## src/rtl/uart_bufstat_pkg.sv

```systemverilog
package uart_bufstat_pkg;

    localparam int unsigned ADDR_W = 2;

    // Flag positions inside the status byte.
    localparam int unsigned RXF_POS = 0;
    localparam int unsigned TXE_POS = 1;
    localparam int unsigned OVR_POS = 2;

    typedef enum logic [ADDR_W-1:0] {
        SEL_STATUS = 2'd0,
        SEL_RXBUF  = 2'd1,
        SEL_TXBUF  = 2'd2,
        SEL_SPARE  = 2'd3
    } reg_sel_e;

    typedef struct packed {
        logic stat_rd;
        logic rxb_rd;
        logic txb_wr;
    } bus_evt_t;

    typedef struct packed {
        logic ovr;
        logic txe;
        logic rxf;
    } flags_t;

    function automatic bus_evt_t decode_access(logic rd, logic wr, logic [ADDR_W-1:0] addr);
        bus_evt_t ev;
        ev.stat_rd = rd && (reg_sel_e'(addr) == SEL_STATUS);
        ev.rxb_rd  = rd && (reg_sel_e'(addr) == SEL_RXBUF);
        ev.txb_wr  = wr && (reg_sel_e'(addr) == SEL_TXBUF);
        return ev;
    endfunction

endpackage

```

## src/rtl/uart_bufstat_bus.sv

```systemverilog
module uart_bufstat_bus
    import uart_bufstat_pkg::*;
#(
    parameter int unsigned DATA_W = 8
) (
    input  logic              rd,
    input  logic              wr,
    input  logic [ADDR_W-1:0] addr,
    input  flags_t            flags,
    input  logic [DATA_W-1:0] rx_buf,
    input  logic [DATA_W-1:0] tx_buf,
    output bus_evt_t          ev,
    output logic [DATA_W-1:0] rdata
);
    localparam int unsigned PAD_W = DATA_W - 3;

    logic [DATA_W-1:0] status_word;

    always_comb begin
        status_word          = '0;
        status_word[RXF_POS] = flags.rxf;
        status_word[TXE_POS] = flags.txe;
        status_word[OVR_POS] = flags.ovr;
    end

    assign ev = decode_access(rd, wr, addr);

    always_comb begin
        unique case (reg_sel_e'(addr))
            SEL_STATUS: rdata = status_word;
            SEL_RXBUF:  rdata = rx_buf;
            SEL_TXBUF:  rdata = tx_buf;
            default:    rdata = '0;
        endcase
    end


    status_pad_chk: assert final (PAD_W == 0 || status_word[DATA_W-1:3] == '0);

endmodule

```

## src/rtl/uart_bufstat_rx.sv

```systemverilog
module uart_bufstat_rx #(
    parameter int unsigned DATA_W = 8
) (
    input  logic              clk,
    input  logic              rst,
    input  logic              stat_rd,
    input  logic              rxb_rd,
    input  logic              rx_valid,
    input  logic [DATA_W-1:0] rx_byte,
    output logic [DATA_W-1:0] rx_buf,
    output logic              rx_full,
    output logic              rx_ovr,
    output logic              rx_irq
);
    logic armed_rxf, armed_ovr;
    logic take, overrun, clr_rxf, clr_ovr;

    always_comb begin
        take    = rx_valid && !rx_ovr && !rx_full;
        overrun = rx_valid && !rx_ovr &&  rx_full;
        clr_rxf = rxb_rd && armed_rxf;
        clr_ovr = rxb_rd && armed_ovr;
    end

    always_ff @(posedge clk) begin
        if (rst) begin
            rx_buf    <= '0;
            rx_full   <= 1'b0;
            rx_ovr    <= 1'b0;
            rx_irq    <= 1'b0;
            armed_rxf <= 1'b0;
            armed_ovr <= 1'b0;
        end else begin
            if (stat_rd) begin
                armed_rxf <= rx_full;
                armed_ovr <= rx_ovr;
            end else if (rxb_rd) begin
                armed_rxf <= 1'b0;
                armed_ovr <= 1'b0;
            end
            if (take) rx_buf <= rx_byte;
            rx_full <= take || (rx_full && !clr_rxf);
            rx_ovr  <= overrun || (rx_ovr && !clr_ovr);
            rx_irq  <= take || overrun;
        end
    end


    rx_irq_due_chk: assert property (@(posedge clk) disable iff (rst)
        (rx_valid && !rx_ovr) |=> rx_irq);


    rxf_clear_src_chk: assert property (@(posedge clk) disable iff (rst)
        $fell(rx_full) |-> $past(rxb_rd));


    ovr_blocks_chk: assert property (@(posedge clk) disable iff (rst)
        (rx_ovr && rx_valid) |=> ($stable(rx_buf) && !rx_irq));


    ovr_survive_chk: assert property (@(posedge clk) disable iff (rst)
        (rxb_rd && !armed_ovr && rx_ovr) |=> rx_ovr);

endmodule

```

## src/rtl/uart_bufstat_tx.sv

```systemverilog
module uart_bufstat_tx #(
    parameter int unsigned DATA_W = 8
) (
    input  logic              clk,
    input  logic              rst,
    input  logic              stat_rd,
    input  logic              txb_wr,
    input  logic [DATA_W-1:0] wdata,
    input  logic              tx_load,
    output logic [DATA_W-1:0] tx_buf,
    output logic              tx_empty,
    output logic [DATA_W-1:0] tx_byte,
    output logic              tx_go
);
    logic armed_txe;
    logic accept, clr_txe;

    always_comb begin
        accept  = tx_load && !tx_empty;
        clr_txe = txb_wr && armed_txe;
    end

    always_ff @(posedge clk) begin
        if (rst) begin
            tx_buf    <= '0;
            tx_empty  <= 1'b1;
            tx_byte   <= '0;
            tx_go     <= 1'b0;
            armed_txe <= 1'b0;
        end else begin
            if (stat_rd)     armed_txe <= tx_empty;
            else if (txb_wr) armed_txe <= 1'b0;
            if (txb_wr) tx_buf  <= wdata;
            if (accept) tx_byte <= tx_buf;
            tx_empty <= accept || (tx_empty && !clr_txe);
            tx_go    <= accept;
        end
    end


    tx_ignore_chk: assert property (@(posedge clk) disable iff (rst)
        (tx_load && tx_empty) |=> !tx_go);


    tx_empty_after_go_chk: assert property (@(posedge clk) disable iff (rst)
        tx_go |-> tx_empty);


    txe_clear_src_chk: assert property (@(posedge clk) disable iff (rst)
        $fell(tx_empty) |-> $past(txb_wr));

endmodule

```

## src/rtl/uart_bufstat.sv

```systemverilog
module uart_bufstat
    import uart_bufstat_pkg::*;
#(
    parameter int unsigned DATA_W = 8
) (
    input  logic              clk,
    input  logic              rst,
    input  logic              bus_rd,
    input  logic              bus_wr,
    input  logic [1:0]        bus_addr,
    input  logic [DATA_W-1:0] bus_wdata,
    output logic [DATA_W-1:0] bus_rdata,
    input  logic              core_rx_valid,
    input  logic [DATA_W-1:0] core_rx_byte,
    input  logic              core_tx_load,
    output logic [DATA_W-1:0] core_tx_byte,
    output logic              tx_go,
    output logic              rx_irq
);
    bus_evt_t          ev;
    flags_t            flags;
    logic [DATA_W-1:0] rx_buf, tx_buf;
    logic              rx_full, rx_ovr, tx_empty;

    assign flags = '{ovr: rx_ovr, txe: tx_empty, rxf: rx_full};

    uart_bufstat_bus #(.DATA_W(DATA_W)) u_bus (
        .rd     (bus_rd),
        .wr     (bus_wr),
        .addr   (bus_addr),
        .flags  (flags),
        .rx_buf (rx_buf),
        .tx_buf (tx_buf),
        .ev     (ev),
        .rdata  (bus_rdata)
    );

    uart_bufstat_rx #(.DATA_W(DATA_W)) u_rx (
        .clk      (clk),
        .rst      (rst),
        .stat_rd  (ev.stat_rd),
        .rxb_rd   (ev.rxb_rd),
        .rx_valid (core_rx_valid),
        .rx_byte  (core_rx_byte),
        .rx_buf   (rx_buf),
        .rx_full  (rx_full),
        .rx_ovr   (rx_ovr),
        .rx_irq   (rx_irq)
    );

    uart_bufstat_tx #(.DATA_W(DATA_W)) u_tx (
        .clk      (clk),
        .rst      (rst),
        .stat_rd  (ev.stat_rd),
        .txb_wr   (ev.txb_wr),
        .wdata    (bus_wdata),
        .tx_load  (core_tx_load),
        .tx_buf   (tx_buf),
        .tx_empty (tx_empty),
        .tx_byte  (core_tx_byte),
        .tx_go    (tx_go)
    );


    reset_flags_chk: assert property (@(posedge clk)
        $past(rst) |-> (tx_empty && !rx_full && !rx_ovr && !rx_irq && !tx_go));


    overrun_keeps_buf_chk: assert property (@(posedge clk) disable iff (rst)
        (core_rx_valid && rx_full && !rx_ovr) |=> (rx_ovr && rx_irq && $stable(rx_buf)));

endmodule

```

## config.mk

```make
export PLATFORM = sky130hd
export DESIGN_NAME = uart_bufstat
export DESIGN_NICKNAME = d
export VERILOG_FILES = /design/src/rtl/uart_bufstat_pkg.sv /design/src/rtl/uart_bufstat_bus.sv /design/src/rtl/uart_bufstat_rx.sv /design/src/rtl/uart_bufstat_tx.sv /design/src/rtl/uart_bufstat.sv
export SDC_FILE = /design/constraint.sdc
export NUM_CORES = 1
export LEC_CHECK = 0
export BUFFER_PORTS_ARGS = -buffer_cell sky130_fd_sc_hd__buf_2
export CAP_MARGIN = 10
export CORE_MARGIN = 3
export CORE_UTILIZATION = 52
export CTS_BUF_LIST = sky130_fd_sc_hd__clkbuf_4 sky130_fd_sc_hd__clkbuf_8
export CTS_CLUSTER_DIAMETER = 120
export DETAILED_ROUTE_END_ITERATION = 10
export GPL_TIMING_DRIVEN = 0
export PLACE_DENSITY = 0.93
export SYNTH_ARGS = -nofsm -noshare
export SYNTH_HDL_FRONTEND = slang
export SYNTH_SLANG_ARGS = --single-unit
```

## constraint.sdc

```tcl
create_clock -name clk -period 1.4 [get_ports clk]
set_input_delay 0 -clock clk [delete_from_list [all_inputs] [get_ports clk]]
set_output_delay 0 -clock clk [all_outputs]
set_load 0.1 [all_outputs]
```

==> reports/results.ini <==
[drt]
antenna_left=0
num_vias=1388
viasPerCell=5.67
wl_per_cell_um=15.7
dr.pass1.iters=5
dr.first_iter.drc_count=48
wl_um=3840
drc=0

[die]
die_height_um=56.4
dieWidth_um=56.4
initial_utilization_pct=56.9
rows=17
ioPinCount=42
die_area_um2=3180
fp.coreArea_um2=2320

[finish]
final_common_cell=buf_2
final_util_pct=78.2
area_growth_pct=37.5
num-fill-cells=144
n_antenna_cell=0
fin_nets=241
layout_common_cells=buf_2 (40), dfxtp_1 (32), nand2_1 (28), a21oi_1 (21), dlygate4sd3_1 (19)
drive_above_1_share_pct=27.6

[clocking]
cts_max_level=2
cts.clk_slew.worst_paths_ns=0.09
root_buffer=clkbuf_4
clock_path_buffers=2
numCtsBuffers=5
cts_tree=built
post-cts-setup-buffers=0
numClockSinks=32
insertion_delay_ns=0.32

[critical_path]
crit_fanout=3
slowest_stage=buf_2
crit_path_cell_trace=a22o_1 > buf_2
slowest_delay_ns=0.43
cp-start-kind=register
worst-endpoint-required_ns=1.40
path_class=reg -> out
arrival_ns=1.34
endpoint_kind=output pin

[global_route]
antenna_found_initial=0
grt_pass1_vias=1402
grt_pass1_wl_um=6350
grt_max_degree=11
gr-total-overflow=0
grt_usage_pct=25.1

[logic_synthesis]
avgSynthCellArea_um2=8.73
synth_warnings=0
syn-cell-area_um2=1320
ys.flop_type=dfxtp_1
ys_ff_latch=32
synth.distinct_cells=22
syn_inst=151
async_flop_share_pct=0
syn_nets=175
yosysSeqAreaShare_pct=48.6
synth-edff-count=0

[place]
port_buffers=40
dp_hpwl_um=2340
gp_congestion=0.775

[power]
p_leak_nw=0.786
power_density_nw_per_um2=1010
ir_worst_vdd_v=0.000796

[sta]
rsz0062_at_grt=false
fin_crit_ns=1.34
fmax_mhz=746
slew_headroom_pct=66.6
fin_crit_sh_pct=95.8
final.setup_skew_ns=0.00479
finalHoldViolations=0
tightestPinTransition_ns=0.501
setup_violations=0
final.setup.tns_ns=0
slew_violations=0

[run]
maxCapViolCount=0

[status]
outcome=finished, final reports clean

[min_path]
hold_class=in -> reg

-- area by class of cell --
| type | instances | area, um^2 | area share, % |
|---|---|---|---|
| Timing Repair Buffer | 59 | 398 | 21.9 |
| Clock buffer | 6 | 45.0 | 2.48 |
| Tap cell | 28 | 35.0 | 1.93 |
| Sequential cell | 32 | 641 | 35.3 |
| Buffer | 11 | 60.1 | 3.31 |
| Clock inverter | 1 | 5.00 | 0.276 |
| Multi-Input combinational cell | 108 | 629 | 34.7 |
-- critical path, delay by kind of cell, from the launching register on --
kind	cells	cell delay [ns]
AO/OA/AOI/OAI	1	0.18
buffers and inverters	1	0.43
flip-flops	1	0.41
-- metal layers --
metal	track usage, %	vias to the layer above	wire, um
li1	-	648	-
met1	29.1	663	1500
met2	45.2	64	2020
met3	4.37	13	215
met4	9.83	0	104
met5	0	-	0
-- cell families after synthesis --
| kind of cell | synth area share (%) |
|---|---|
| DFF | 48.6 |
| and+or+nand+nor | 24.0 |
| muxes | 8.35 |
| buffers and inverters | 4.55 |
| AOI/OAI and AO/OA | 14.5 |
-- worst paths after layout --
check | from | slack, ns | cells past startpoint | end
worst max-delay path | u_tx.tx_buf[3] | 0.06 | 2 | bus_rdata[3]
worst max register to register | u_rx.rx_full | 0.19 | 4 | u_rx.rx_buf[5]
worst min register to register | u_tx.tx_byte[5] | 0.46 | 2 | u_tx.tx_byte[5]
worst min-delay path | bus_wr | 0.04 | 3 | u_tx.tx_buf[0]
-- registers in the layout, indices dropped and copies added (netlist names) --
register,cells
u_tx.armed_txe,1
u_rx.rx_full,1
u_rx.armed_ovr,1
u_tx.tx_byte,8
u_rx.rx_buf,8
u_rx.armed_rxf,1
u_tx.tx_buf,8
u_rx.rx_ovr,1
u_rx.rx_irq,1
u_tx.tx_empty,1
u_tx.tx_go,1
-- cells in the mapped netlist, types with 3 or more instances --
| cell type | instances | share of area [%] |
|---|---|---|
| nand2b_1 | 3 | 1.4 |
| o21ai_0 | 4 | 1.5 |
| buf_4 | 4 | 2.3 |
| nand2_1 | 28 | 8.0 |
| mux2i_1 | 11 | 8.3 |
| dfxtp_1 | 32 | 49 |
| a22o_1 | 5 | 3.3 |
| nand3_1 | 8 | 3.0 |
| nor2b_1 | 3 | 1.4 |
| a21oi_1 | 21 | 8.0 |
| nor2_1 | 14 | 4.0 |
| clkbuf_1 | 4 | 1.1 |
| buf_2 | 3 | 1.1 |
-- through the flow --
| step | cell area, um^2 | std cells | setup slack (ns) | hold slack (ns) | power [mW] |
|---|---|---|---|---|---|
| after CTS | 1810 | 245 | 0.110 | 0.0276 | 1.81 |
| final | 1810 | 245 | 0.0589 | 0.0406 | 1.83 |
| after detailed placement | 1570 | 219 | 0.213 | 0.247 | 1.29 |
| after global routing | 1810 | 245 | 0.00375 | 0.0381 | 1.90 |
| after global placement | 1570 | 219 | 0.242 | 0.235 | 1.28 |
| after floorplan | 1330 | 151 | 0.100 | 0.0758 | 1.21 |
-- report_power, final --
part	switching [mW]	leakage, nW	internal [mW]
clock network	0.301	0.0315	0.204
logic	0.215	0.494	0.139
registers	0.0270	0.260	0.944
total	0.544	0.786	1.29
-- timing repair --
action                                  4_1_cts  5_1_grt
endpoints found under the setup margin        3        0
hold buffers                                 19        0
endpoints found under the hold margin        18        0
gates resized for setup                       3        0
No activity file was read; power rests on OpenSTA's default activity.
